## config.mk

```make
export PLATFORM = sky130hd
export DESIGN_NAME = rtx_link_tx
export DESIGN_NICKNAME = d
export VERILOG_FILES = /design/src/rtl/rtx_pkg.sv /design/src/rtl/rtx_crc.sv /design/src/rtl/rtx_store.sv /design/src/rtl/rtx_timer.sv /design/src/rtl/rtx_window.sv /design/src/rtl/rtx_link_tx.sv
export SDC_FILE = /design/constraint.sdc
export NUM_CORES = 1
export LEC_CHECK = 0
export BUFFER_PORTS_ARGS = -buffer_cell sky130_fd_sc_hd__buf_4
export CAP_MARGIN = 10
export CELL_PAD_IN_SITES_DETAIL_PLACEMENT = 0
export CELL_PAD_IN_SITES_GLOBAL_PLACEMENT = 1
export CORE_MARGIN = 3
export CORE_UTILIZATION = 45
export DETAILED_ROUTE_END_ITERATION = 16
export HOLD_SLACK_MARGIN = 0.03
export PLACE_DENSITY = 0.78
export SYNTH_ARGS = -nofsm -noshare
export SYNTH_HDL_FRONTEND = slang
export SYNTH_SLANG_ARGS = --single-unit
```

## constraint.sdc

```tcl
create_clock -name clk -period 18.3 [get_ports clk]
set_input_delay 0.915 -clock clk [delete_from_list [all_inputs] [get_ports clk]]
set_output_delay 0.915 -clock clk [all_outputs]
set_load 0.03 [all_outputs]
```

## src/rtl/rtx_pkg.sv

```systemverilog
package rtx_pkg;
  localparam int SEQ_W = 12;
  localparam int CRC_W = 32;
  localparam logic [CRC_W-1:0] CRC_POLY = 32'h04C11DB7;

  typedef logic [SEQ_W-1:0] seq_t;

  // forward distance from b to a, modulo the sequence space
  function automatic seq_t seq_dist(input seq_t a, input seq_t b);
    return seq_t'(a - b);
  endfunction

  // true when s lies within the cnt entries starting at oldest
  function automatic logic seq_in_window(input seq_t s, input seq_t oldest, input seq_t cnt);
    return seq_dist(s, oldest) < cnt;
  endfunction
endpackage

```

## src/rtl/rtx_crc.sv

```systemverilog
module rtx_crc #(
  parameter int IN_W = 44
) (
  input  logic [IN_W-1:0]            msg,
  output logic [rtx_pkg::CRC_W-1:0]  crc
);
  import rtx_pkg::*;

  logic [CRC_W-1:0] acc;
  logic             fb;

  always_comb begin
    acc = '1;
    fb  = 1'b0;
    for (int i = IN_W - 1; i >= 0; i--) begin
      fb  = acc[CRC_W-1] ^ msg[i];
      acc = {acc[CRC_W-2:0], 1'b0} ^ (fb ? CRC_POLY : '0);
    end
    crc = ~acc;
  end
endmodule

```

## src/rtl/rtx_store.sv

```systemverilog
module rtx_store #(
  parameter int DATA_W = 32,
  parameter int DEPTH  = 8,
  localparam int IDX_W = $clog2(DEPTH)
) (
  input  logic              clk,
  input  logic              wr_en,
  input  logic [IDX_W-1:0]  wr_idx,
  input  logic [DATA_W-1:0] wr_data,
  input  logic [IDX_W-1:0]  rd_idx,
  output logic [DATA_W-1:0] rd_data
);
  logic [DATA_W-1:0] mem [DEPTH];

  always_ff @(posedge clk) begin
    if (wr_en) mem[wr_idx] <= wr_data;
  end

  assign rd_data = mem[rd_idx];
endmodule

```

## src/rtl/rtx_timer.sv

```systemverilog
module rtx_timer #(
  parameter int TIMEOUT = 256,
  localparam int CNT_W  = $clog2(TIMEOUT + 1)
) (
  input  logic clk,
  input  logic rst_n,
  input  logic run,
  input  logic restart,
  output logic expire
);
  localparam logic [CNT_W-1:0] LAST = CNT_W'(TIMEOUT - 1);

  logic [CNT_W-1:0] cnt;

  assign expire = run && (cnt == LAST);

  always_ff @(posedge clk) begin
    if (!rst_n)                       cnt <= '0;
    else if (!run || restart || expire) cnt <= '0;
    else                              cnt <= cnt + 1'b1;
  end

  // the count never passes the timeout limit
  p_timer_bound_r6: assert property (@(posedge clk) disable iff (!rst_n)
    cnt < CNT_W'(TIMEOUT));

  // an idle timer holds at zero
  p_idle_zero_r9: assert property (@(posedge clk) disable iff (!rst_n)
    !run |=> cnt == '0);
endmodule

```

## src/rtl/rtx_window.sv

```systemverilog
module rtx_window #(
  parameter int DEPTH = 8
) (
  input  logic          clk,
  input  logic          rst_n,
  input  logic          send,
  input  logic          ack_valid,
  input  rtx_pkg::seq_t ack_seq,
  output rtx_pkg::seq_t next_seq,
  output rtx_pkg::seq_t una_n,
  output rtx_pkg::seq_t count,
  output rtx_pkg::seq_t count_n,
  output logic          hit
);
  import rtx_pkg::*;

  localparam seq_t DEPTH_S = seq_t'(DEPTH);

  seq_t una;
  seq_t next_n;

  assign count   = seq_dist(next_seq, una);
  assign hit     = ack_valid && seq_in_window(ack_seq, una, count);
  assign una_n   = hit ? seq_t'(ack_seq + 1'b1) : una;
  assign next_n  = send ? seq_t'(next_seq + 1'b1) : next_seq;
  assign count_n = seq_dist(next_n, una_n);

  always_ff @(posedge clk) begin
    if (!rst_n) begin
      una      <= '0;
      next_seq <= '0;
    end else begin
      una      <= una_n;
      next_seq <= next_n;
    end
  end

  // outstanding packets never exceed the store size
  p_no_overflow_r3: assert property (@(posedge clk) disable iff (!rst_n)
    count <= DEPTH_S);

  // a matching acknowledgement strictly shrinks the window
  p_ack_frees_r4: assert property (@(posedge clk) disable iff (!rst_n)
    hit && !send |=> count < $past(count));

  // a message naming no outstanding packet leaves the oldest untouched
  p_stale_ignored_r4: assert property (@(posedge clk) disable iff (!rst_n)
    ack_valid && !hit |=> una == $past(una));
endmodule

```

## src/rtl/rtx_link_tx.sv

```systemverilog
module rtx_link_tx #(
  parameter int DATA_W  = 32,
  parameter int DEPTH   = 8,
  parameter int TIMEOUT = 256
) (
  input  logic                       clk,
  input  logic                       rst_n,
  input  logic                       src_valid,
  output logic                       src_ready,
  input  logic [DATA_W-1:0]          src_data,
  input  logic                       ack_valid,
  input  logic                       ack_nak,
  input  logic [rtx_pkg::SEQ_W-1:0]  ack_seq,
  output logic                       tx_valid,
  output logic [rtx_pkg::SEQ_W-1:0]  tx_seq,
  output logic [DATA_W-1:0]          tx_data,
  output logic [rtx_pkg::CRC_W-1:0]  tx_crc
);
  import rtx_pkg::*;

  // DEPTH must be a power of two between 2 and 2048 (half the sequence space)
  localparam int   IDX_W   = $clog2(DEPTH);
  localparam int   MSG_W   = SEQ_W + DATA_W;
  localparam seq_t DEPTH_S = seq_t'(DEPTH);

  // window state
  seq_t next_seq, una_n, count, count_n;
  logic hit;

  // replay state
  logic replaying;
  seq_t rp_seq;

  // named internal events
  logic send_new, start_replay, tmr_expire, emit_replay, rp_ok;
  seq_t rp_cur, out_seq;
  logic [DATA_W-1:0] rd_data, out_data;
  logic [CRC_W-1:0]  out_crc;

  assign src_ready    = !replaying && (count < DEPTH_S);
  assign send_new     = src_valid && src_ready;
  assign start_replay = (ack_valid && ack_nak) || tmr_expire;
  assign rp_ok        = seq_in_window(rp_seq, una_n, count_n);
  assign rp_cur       = rp_ok ? rp_seq : una_n;
  assign emit_replay  = replaying && !start_replay && (count_n != '0);

  rtx_window #(.DEPTH(DEPTH)) u_window (
    .clk      (clk),
    .rst_n    (rst_n),
    .send     (send_new),
    .ack_valid(ack_valid),
    .ack_seq  (ack_seq),
    .next_seq (next_seq),
    .una_n    (una_n),
    .count    (count),
    .count_n  (count_n),
    .hit      (hit)
  );

  rtx_timer #(.TIMEOUT(TIMEOUT)) u_timer (
    .clk    (clk),
    .rst_n  (rst_n),
    .run    (count != '0),
    .restart(hit || start_replay),
    .expire (tmr_expire)
  );

  rtx_store #(.DATA_W(DATA_W), .DEPTH(DEPTH)) u_store (
    .clk    (clk),
    .wr_en  (send_new),
    .wr_idx (next_seq[IDX_W-1:0]),
    .wr_data(src_data),
    .rd_idx (rp_cur[IDX_W-1:0]),
    .rd_data(rd_data)
  );

  assign out_seq  = emit_replay ? rp_cur  : next_seq;
  assign out_data = emit_replay ? rd_data : src_data;

  rtx_crc #(.IN_W(MSG_W)) u_crc (
    .msg({out_seq, out_data}),
    .crc(out_crc)
  );

  always_ff @(posedge clk) begin
    if (!rst_n) begin
      replaying <= 1'b0;
      rp_seq    <= '0;
      tx_valid  <= 1'b0;
      tx_seq    <= '0;
      tx_data   <= '0;
      tx_crc    <= '0;
    end else begin
      if (start_replay) begin
        replaying <= (count_n != '0);
        rp_seq    <= una_n;
      end else if (replaying) begin
        if (count_n == '0) begin
          replaying <= 1'b0;
        end else begin
          rp_seq    <= seq_t'(rp_cur + 1'b1);
          replaying <= (seq_t'(rp_cur + 1'b1) != next_seq);
        end
      end
      tx_valid <= send_new || emit_replay;
      if (send_new || emit_replay) begin
        tx_seq  <= out_seq;
        tx_data <= out_data;
        tx_crc  <= out_crc;
      end
    end
  end

  // a newly accepted packet leaves with the window's next number
  p_seq_step_r1: assert property (@(posedge clk) disable iff (!rst_n)
    send_new |=> tx_valid && tx_seq == $past(next_seq));

  // a replay request with packets left starts a replay
  p_replay_start_r5: assert property (@(posedge clk) disable iff (!rst_n)
    start_replay && count_n != '0 |=> replaying);

  // consecutive resent packets follow sequence order
  p_replay_order_r5: assert property (@(posedge clk) disable iff (!rst_n)
    emit_replay && $past(emit_replay) && !hit |-> rp_cur == seq_t'($past(rp_cur) + 1'b1));

  // no new number is issued while a replay continues
  p_replay_no_new_r7: assert property (@(posedge clk) disable iff (!rst_n)
    $past(replaying) && replaying |-> next_seq == $past(next_seq));
endmodule

```

==> flow_metrics.py, run 1 <==
metrics = {
    "yosys": {
        "yosys.area_share.xor_xnor_pct": 21.13,
        "synth-seq-cells": 379,
        "yosys-top-cells-area": "edfxtp_1 (29%), xnor2_1 (10%), dfxtp_1 (9.4%), nand2_1 (5.1%), xor2_1 (4.2%)",
        "seq_area_frac_synth_pct": 38.90,
        "synth_compound_area_share_pct": 13.26,
        "synth_fp_nets": 2724,
        "syn_inst": 2601,
        "synth.distinct_cells": 116,
        "synth_adder_area_share_pct": 3.664,
        "synth_top_cell_by_area": "edfxtp_1",
        "syn_area_um2": 26090,
        "synth_mux_area_share_pct": 5.582,
        "syn_area_per_cell_um2": 10.03,
        "async_reset_ff_share_pct": 0,
        "yosysWarningCount": 0,
        "synth_edf_count": 256,
        "synthSimpleGateAreaFrac_pct": 14.08,
        "synth_top_family_by_area": "XOR/XNOR gates",
        "ys.flop_type": "edfxtp_1",
        "yosysTopAreaCellShare_pct": 29.46,
    },
    "worst_setup_path": {
        "startpoint": "u_window.next_seq[0]",
        "crit_end": "tx_crc[11]",
        "crit_top_cell": "o21ai_0",
        "critPathRequiredTime_ns": 18.82,
        "crit_path_start_kind": "flop",
        "r2r-start": "u_window.next_seq[0]",
        "cp-end-kind": "flop",
        "worst_r2r_path_depth": 48,
        "cp_max_fo": 69,
        "crit_type": "flop to flop",
        "max_stage_delay_ns": 0.70,
        "ff2ff_setup_slack_ns": 2.93,
        "cp_slowest_cell": "inv_4",
        "r2r-end": "tx_crc[11]",
        "critPathArrivalTime_ns": 15.90,
    },
    "floorplan": {
        "core_area_um2": 56820,
        "die_h_um": 246.8,
        "fp.dieW_um": 246.8,
        "rows": 87,
        "ios": 127,
        "dieArea_um2": 60910,
        "initial_core_util_pct": 45.92,
    },
    "timing": {
        "slew_violations": 0,
        "skew_ns": 0.02221,
        "post-route-period-util_pct": 84.01,
        "worstMarginPinSlew_ns": 1.205,
        "relSlewSlack_pct": 19.65,
        "setup_viol": 0,
        "grt_setup_unrepaired": "no",
        "final-hold-violation-count": 0,
        "fin_tns_setup_ns": 0,
        "period_needed_ns": 15.37,
        "fmax_mhz": 65.05,
    },
    "cells_and_area": {
        "fill_cells": 5140,
        "nets": 2783,
        "layout-drive-gt1-share_pct": 15.00,
        "area_delta_synth_final_pct": 11.69,
        "final_common_cell": "nand2_1",
        "antenna_cells": 0,
        "final_cell_mix": "nand2_1 (352), xnor2_1 (309), edfxtp_1 (256)",
    },
    "global_route": {
        "grt_max_degree": 70,
        "track_usage_pct": 27.25,
        "antenna_found_initial": 1,
        "grt_overflow": 0,
        "grt_pass1_vias": 19920,
        "grt_first_pass_wirelength_mm": 126.3,
    },
    "clocking": {
        "ctsResizeCount": 0,
        "cts_buffers": 42,
        "ctsHoldBuffers": 0,
        "cts_sinks": 379,
        "clockBufferDepth": 3,
        "cts_tree": "built",
        "clk_pin_slew_worst_paths_ns": 0.06,
        "cts_setup_buffers": 0,
        "cts-root-buf": "clkbuf_16",
        "htree_levels": 2,
        "worstSkewPairLatency_ns": 0.58,
    },
    "routing": {
        "drc": 0,
        "drt.antenna.violating_nets": 0,
        "wire_per_inst_um": 24.40,
        "drt_wl_total_mm": 84.18,
        "firstDrtPassIters": 7,
        "first_iter_violations": 2101,
        "num_vias": 20510,
        "viasPerCell": 5.944,
    },
    "min_path": {
        "hold_path_class": "flop to flop",
    },
    "placement": {
        "gp_congestion": 0.9233,
        "dp_hpwl_mm": 58.62,
        "place.port_buffers": 126,
    },
    "run_status": {
        "status": "finished, final reports clean",
    },
    "flow_run": {
        "cap_violations": 0,
    },
}
## flip-flops by register name, summed over array words and instances (netlist names)
register and count:
rp_seq 12, u_window.next_seq 12, u_timer.cnt 9, replaying 1
u_store.mem 256, tx_seq 12, tx_valid 1, tx_crc 32
u_window.una 12, tx_data 32
## metrics by stage
step | instance area [um2] | hold slack [ns] | worst slack, ns | utilization [%] | instances
3_5_place_dp | 27730 | 0.4427 | 2.888 | 48.81 | 3372
6_report | 29140 | 0.4447 | 2.926 | 51.29 | 3450
4_1_cts | 29140 | 0.4530 | 3.003 | 51.29 | 3450
2_1_floorplan | 26090 | 0.4175 | 4.048 | - | 2601
5_1_grt | 29140 | 0.4738 | 1.960 | 51.29 | 3450
3_3_place_gp | 27730 | 0.4269 | 2.917 | 48.81 | 3372
## metal layers
layer / track usage [%] / part of all wire (%) / up-vias
met1: 38.82 / 44 / 10060
met2: 43.57 / 46 / 890
met3: 3.752 / 7.7 / 137
met4: 7.320 / 2.6 / 0
met5: 0 / 0 / -
li1: - / - / 9418
## cell usage after synthesis, types with 12 or more instances
library cell	count
buf_1	12
o211ai_1	17
a311oi_1	25
a221oi_1	14
xnor2_1	310
o21ai_0	48
a21oi_1	106
buf_2	28
a21o_1	20
nand2_1	355
xor2_2	13
nand3_1	74
inv_1	44
nor2_1	195
and3_1	58
o22ai_1	19
xor2_1	124
xnor2_2	21
a211oi_1	56
mux2_2	30
mux2i_1	100
nand4_1	15
a31oi_1	37
edfxtp_1	256
dfxtp_1	123
ha_1	70
buf_4	12
clkbuf_1	100
xnor3_1	30
nor3_1	33
and2_1	19
## final cells by class
class / count / area, um2 / area share (%)
Sequential cell: 379 / 10150 / 34.84
Clock buffer: 55 / 1180 / 4.049
Clock inverter: 23 / 229.0 / 0.7857
Timing Repair Buffer: 171 / 1284 / 4.405
Multi-Input combinational cell: 2017 / 15160 / 52.03
Tap cell: 756 / 945.9 / 3.246
Inverter: 49 / 187.7 / 0.6440
## worst min-delay path by stage
stage / start / to / cells past startpoint
finish: u_timer.cnt[0] / u_timer.cnt[0] / 1
global route: tx_data[10] / tx_data[10] / 2
CTS: u_timer.cnt[0] / u_timer.cnt[0] / 1
detailed placement: u_timer.cnt[0] / u_timer.cnt[0] / 1
global placement: u_timer.cnt[0] / u_timer.cnt[0] / 1
floorplan: u_timer.cnt[0] / u_timer.cnt[0] / 1
## cells by family (layout without fill, tap and decap cells)
family,count (synthesis),count (layout)
flip-flops,379,379
XOR/XNOR,517,517
buffers and inverters,205,298
multiplexers,136,136
AND/OR/NAND/NOR,814,814
AO/OA/AOI/OAI,476,476
adder cells (fa/ha/maj),74,74
## worst max-delay path, delay by kind of cell (launching register included)
family	cells	cell delay (ns)
compound gates	19	6.08
xor+xnor	8	3.18
fa+ha+maj	6	1.88
simple gates	9	1.83
buf+inv	5	1.20
mux	1	0.51
flops	1	0.50
Power of run 1 is not shown: default switching activity piles up to over one toggle a cycle in this logic, so the estimate is an artifact.
==> inputs of run 2 (changes only) <==
ABC_AREA = 1   (was not set)
PLACE_DENSITY = 0.82   (was 0.78)
clock period = 15.23 ns   (was 18.3 ns; I/O delays follow)
==> flow_metrics.py, run 2 <==
metrics = {
    "clocking": {
        "cts_tree": "built",
        "cts-root-buf": "clkbuf_16",
        "ctsResizeCount": 0,
        "cts_buffers": 42,
        "cts_sinks": 379,
        "ctsHoldBuffers": 0,
        "htree_levels": 2,
        "clk_pin_slew_worst_paths_ns": 0.06,
        "worstSkewPairLatency_ns": 0.58,
        "clockBufferDepth": 3,
        "cts_setup_buffers": 0,
    },
    "global_route": {
        "grt_first_pass_wirelength_mm": 119.4,
        "grt_overflow": 0,
        "grt_max_degree": 86,
        "antenna_found_initial": 0,
        "track_usage_pct": 25.75,
        "grt_pass1_vias": 20850,
    },
    "timing": {
        "fmax_mhz": 78.73,
        "worstMarginPinSlew_ns": 1.172,
        "grt_setup_unrepaired": "no",
        "fin_tns_setup_ns": 0,
        "worst_hold_slack_ns": 0.4284,
        "post-route-period-util_pct": 83.40,
        "skew_ns": 0.02316,
        "period_needed_ns": 12.70,
        "setup_viol": 0,
        "final-hold-violation-count": 0,
        "relSlewSlack_pct": 21.02,
        "slew_violations": 0,
    },
    "yosys": {
        "syn_area_um2": 25140,
        "synth_edf_count": 256,
        "yosysTopAreaCellShare_pct": 30.58,
        "yosysMostFrequentCell": "nand2_1",
        "seq_area_frac_synth_pct": 40.37,
        "synth.distinct_cells": 57,
        "yosysWarningCount": 0,
        "syn_area_per_cell_um2": 7.586,
        "yosys-top-cells-area": "edfxtp_1 (31%), nand2_1 (14%), dfxtp_1 (9.8%), nand3_1 (6.9%), inv_1 (5.0%)",
        "synth_top_cell_by_area": "edfxtp_1",
        "synth-seq-cells": 379,
        "ys.flop_type": "edfxtp_1",
        "synth_fp_nets": 3437,
        "synth_common_cells": "nand2_1 (927), nand3_1 (346), inv_1 (338)",
        "syn_inst": 3314,
        "async_reset_ff_share_pct": 0,
    },
    "floorplan": {
        "rows": 85,
        "dieArea_um2": 58740,
        "initial_core_util_pct": 46.08,
        "ios": 127,
        "fp.dieW_um": 242.4,
        "core_area_um2": 54560,
        "die_h_um": 242.4,
    },
    "worst_setup_path": {
        "cp-end-kind": "flop",
        "cp_max_fo": 84,
        "path_buf_inv": 12,
        "cp_slowest_cell": "buf_4",
        "crit_path_start_kind": "flop",
        "critPathArrivalTime_ns": 13.18,
        "path_delay_family": "simple AND/OR/NAND/NOR gates",
        "critPathRequiredTime_ns": 15.70,
        "max_stage_delay_ns": 0.73,
        "crit_type": "flop to flop",
        "crit_top_cell": "nand2_1",
    },
    "routing": {
        "first_iter_violations": 1960,
        "wire_per_inst_um": 18.71,
        "viasPerCell": 5.348,
        "firstDrtPassIters": 7,
        "drt.antenna.violating_nets": 0,
        "num_vias": 22350,
        "drc": 0,
        "drt_wl_total_mm": 78.16,
    },
    "cells_and_area": {
        "antenna_cells": 0,
        "final_area_um2": 28260,
        "layout_top_registers": "u_store.mem: 256 flops, tx_crc: 32 flops, tx_data: 32 flops",
        "layout-drive-gt1-share_pct": 14.34,
        "nets": 3530,
        "utilization_pct": 51.80,
        "regMostFlops": "u_store.mem",
        "largest_reg_flops": 256,
        "area_delta_synth_final_pct": 12.42,
        "final_common_cell": "nand2_1",
        "final_cell_mix": "nand2_1 (925), nand3_1 (346), inv_1 (337)",
    },
    "placement": {
        "gp_congestion": 0.9495,
        "dp_hpwl_mm": 55.86,
        "placed_cell_area_um2": 26770,
        "place.port_buffers": 126,
    },
    "flow_run": {
        "cap_violations": 0,
    },
    "min_path": {
        "hold_path_class": "input pin to flop",
    },
    "run_status": {
        "status": "finished, final reports clean",
    },
}
-- run 2: cell types whose count changed after synthesis, sizes merged, moves of 55 or more --
cell | previous run | this run
nand2 | 356 | 1077
mux2i | 105 | 0
nor2 | 196 | 273
o21ai | 58 | 209
a211oi | 59 | 4
nand3 | 75 | 369
and3 | 58 | 1
inv | 48 | 385
xnor2 | 337 | 44
-- run 2: metal layers --
metal	GRT usage, %	vias to the layer above	routed length, um
met3	3.940	106	5082
met4	6.542	0	1818
li1	-	11050	-
met1	36.47	10470	36560
met2	41.28	723	34700
met5	0	-	0
-- run 2: logic make-up after synthesis --
group                    count (synthesis)  share of synthesized area (%)
AND/OR/NAND/NOR                       1790                          32.21
buffers and inverters                  484                          7.739
adder cells (fa/ha/maj)                 74                          3.803
flip-flops                             379                          40.37
XOR/XNOR                               181                          6.425
AO/OA/AOI/OAI                          406                          9.452
-- run 2: area by class of cell --
class	count	area (um2)
clock buffer	56	1195
clock inverter	20	296.5
fill	5181	26300
inverter	386	1459
multi-input combinational	2451	13130
sequential	379	10150
tap	739	924.6
timing repair buffer	147	1104
-- run 2: through the flow --
stage / instances / worst slack (ns)
global route: 4178 / 1.075
floorplan: 3314 / 5.588
CTS: 4178 / 2.608
detailed placement: 4102 / 2.282
finish: 4178 / 2.528
global placement: 4102 / 2.414
-- run 2: worst paths after layout --
check / startpoint / endpoint / slack (ns) / depth (start not counted)
worst max-delay path: u_window.next_seq[0] / tx_crc[19] / 2.53 / 75
worst min-delay path: src_data[20] / u_store.mem[6][20] / 0.43 / 1
worst max register to register: u_window.next_seq[0] / tx_crc[19] / 2.53 / 75
worst min register to register: u_timer.cnt[0] / u_timer.cnt[0] / 0.44 / 1
-- run 2: worst reg2reg max path, delay by kind of cell, from the launching register on --
kind	cells	cell delay, ns
AND/OR/NAND/NOR	51	6.98
buffers and inverters	12	2.53
adder cells (fa/ha/maj)	4	1.29
XOR/XNOR	3	0.76
AO/OA/AOI/OAI	5	0.72
flip-flops	1	0.35
Power of run 2 is left out for the same reason.
==> inputs of run 3 (changes only) <==
clock period = 13 ns   (was 15.23 ns; I/O delays follow)
==> flow_metrics.py, run 3 (synthesized netlist as in run 2, its figures left out) <==
metrics = {
    "routing": {
        "drc": 0,
        "num_vias": 22750,
        "wire_per_inst_um": 18.89,
        "drt.antenna.violating_nets": 0,
        "first_iter_violations": 1967,
        "viasPerCell": 5.431,
        "firstDrtPassIters": 5,
        "drt_wl_total_mm": 79.12,
    },
    "floorplan": {
        "dieArea_um2": 58740,
        "fp.dieW_um": 242.4,
        "initial_core_util_pct": 46.08,
        "die_h_um": 242.4,
        "ios": 127,
        "rows": 85,
        "core_area_um2": 54560,
    },
    "worst_setup_path": {
        "critPathArrivalTime_ns": 12.18,
        "critPathRequiredTime_ns": 13.51,
        "cp_max_fo": 14,
        "crit_top_cell": "nand2_1",
        "cp-end-kind": "flop",
        "crit_path_start_kind": "flop",
        "r2r-start": "u_window.una[0]",
        "crit_type": "flop to flop",
        "max_stage_delay_ns": 0.46,
        "startpoint": "u_window.una[0]",
        "cp_slowest_cell": "dfxtp_1",
    },
    "flow_run": {
        "cap_violations": 0,
    },
    "cells_and_area": {
        "largest_reg_flops": 256,
        "area_delta_synth_final_pct": 12.31,
        "nets": 3537,
        "fill_cells": 5248,
        "layout_top_registers": "u_store.mem: 256 flops, tx_crc: 32 flops, tx_data: 32 flops",
        "seq_area_um2": 10150,
        "final_common_cell": "nand2_1",
        "regMostFlops": "u_store.mem",
        "layout-drive-gt1-share_pct": 14.53,
        "multiInputGateArea_um2": 13150,
        "final_cell_mix": "nand2_1 (924), nand3_1 (346), inv_1 (337)",
    },
    "clocking": {
        "cts_buffers": 43,
        "worstSkewPairLatency_ns": 0.60,
        "ctsHoldBuffers": 0,
        "cts_sinks": 379,
        "htree_levels": 2,
        "ctsResizeCount": 0,
        "clk_pin_slew_worst_paths_ns": 0.06,
        "clockBufferDepth": 3,
        "cts_tree": "built",
        "cts_setup_buffers": 0,
        "cts-root-buf": "clkbuf_16",
    },
    "placement": {
        "gp_congestion": 0.9494,
        "dp_hpwl_mm": 56.94,
        "place.port_buffers": 126,
    },
    "timing": {
        "relSlewSlack_pct": 35.07,
        "fin_tns_setup_ns": 0,
        "worstMarginPinSlew_ns": 0.9739,
        "post-route-period-util_pct": 89.78,
        "setup_viol": 0,
        "fmax_mhz": 85.68,
        "slew_violations": 0,
        "grt_setup_unrepaired": "no",
        "final-hold-violation-count": 0,
        "skew_ns": 0.03008,
        "period_needed_ns": 11.67,
    },
    "global_route": {
        "grt_pass1_vias": 21440,
        "antenna_found_initial": 2,
        "track_usage_pct": 26.08,
        "grt_first_pass_wirelength_mm": 121.6,
        "grt_overflow": 0,
        "grt_max_degree": 104,
    },
    "min_path": {
        "holdCritStartpoint": "src_data[20]",
        "hold_path_class": "input pin to flop",
    },
    "run_status": {
        "status": "finished, final reports clean",
    },
}
==> run 3: cell types whose count changed in the layout (fill, tap and decap cells not counted), moves of 2 or more <==
cell,change
o21ai_2,+2
bufinv_16,-5
clkinv_1,-2
clkbuf_1,+6
buf_4,+5
clkinvlp_4,+3
==> run 3: stage by stage <==
step	cells	util, %	cell area (um2)	worst slack (ns)	hold slack, ns
floorplan	3314	-	25140	3.469	0.4175
global placement	4107	49.14	26810	0.9410	0.4280
detailed placement	4107	49.14	26810	0.8643	0.4402
CTS	4186	51.71	28210	1.347	0.2763
global route	4188	51.75	28230	0.1483	0.2883
finish	4188	51.75	28230	1.328	0.3011
==> run 3: worst paths after layout <==
kind	slack (ns)	depth (start not counted)	endpoint
worst max-delay path	1.33	77	tx_crc[19]
worst min-delay path	0.30	1	u_store.mem[1][20]
worst max register to register	1.33	77	tx_crc[19]
worst min register to register	0.45	1	u_timer.cnt[0]
==> run 3: layout make-up <==
cell class                 count  area share [%]
timing repair buffer         152           4.041
clock inverter                18          0.7090
inverter                     386           5.167
sequential                   379           35.95
antenna                        1        0.008863
tap                          739           3.275
multi-input combinational   2452           46.59
clock buffer                  61           4.263
==> run 3: worst max-delay path: cells and delay by family (launching register included) <==
| kind | cells | cell delay, ns |
|---|---|---|
| simple gates | 44 | 5.23 |
| compound gates | 16 | 2.59 |
| fa+ha+maj | 5 | 1.57 |
| buf+inv | 9 | 1.15 |
| xor+xnor | 3 | 0.61 |
| flops | 1 | 0.46 |
==> run 3: per-layer routing <==
metal	track usage (%)	vias to the layer above	wire [um]
li1	-	11070	-
met1	37.07	10730	36080
met2	41.90	835	35510
met3	3.641	119	5809
met4	6.683	0	1728
met5	0	-	0
Power of run 3 is left out for the same reason.
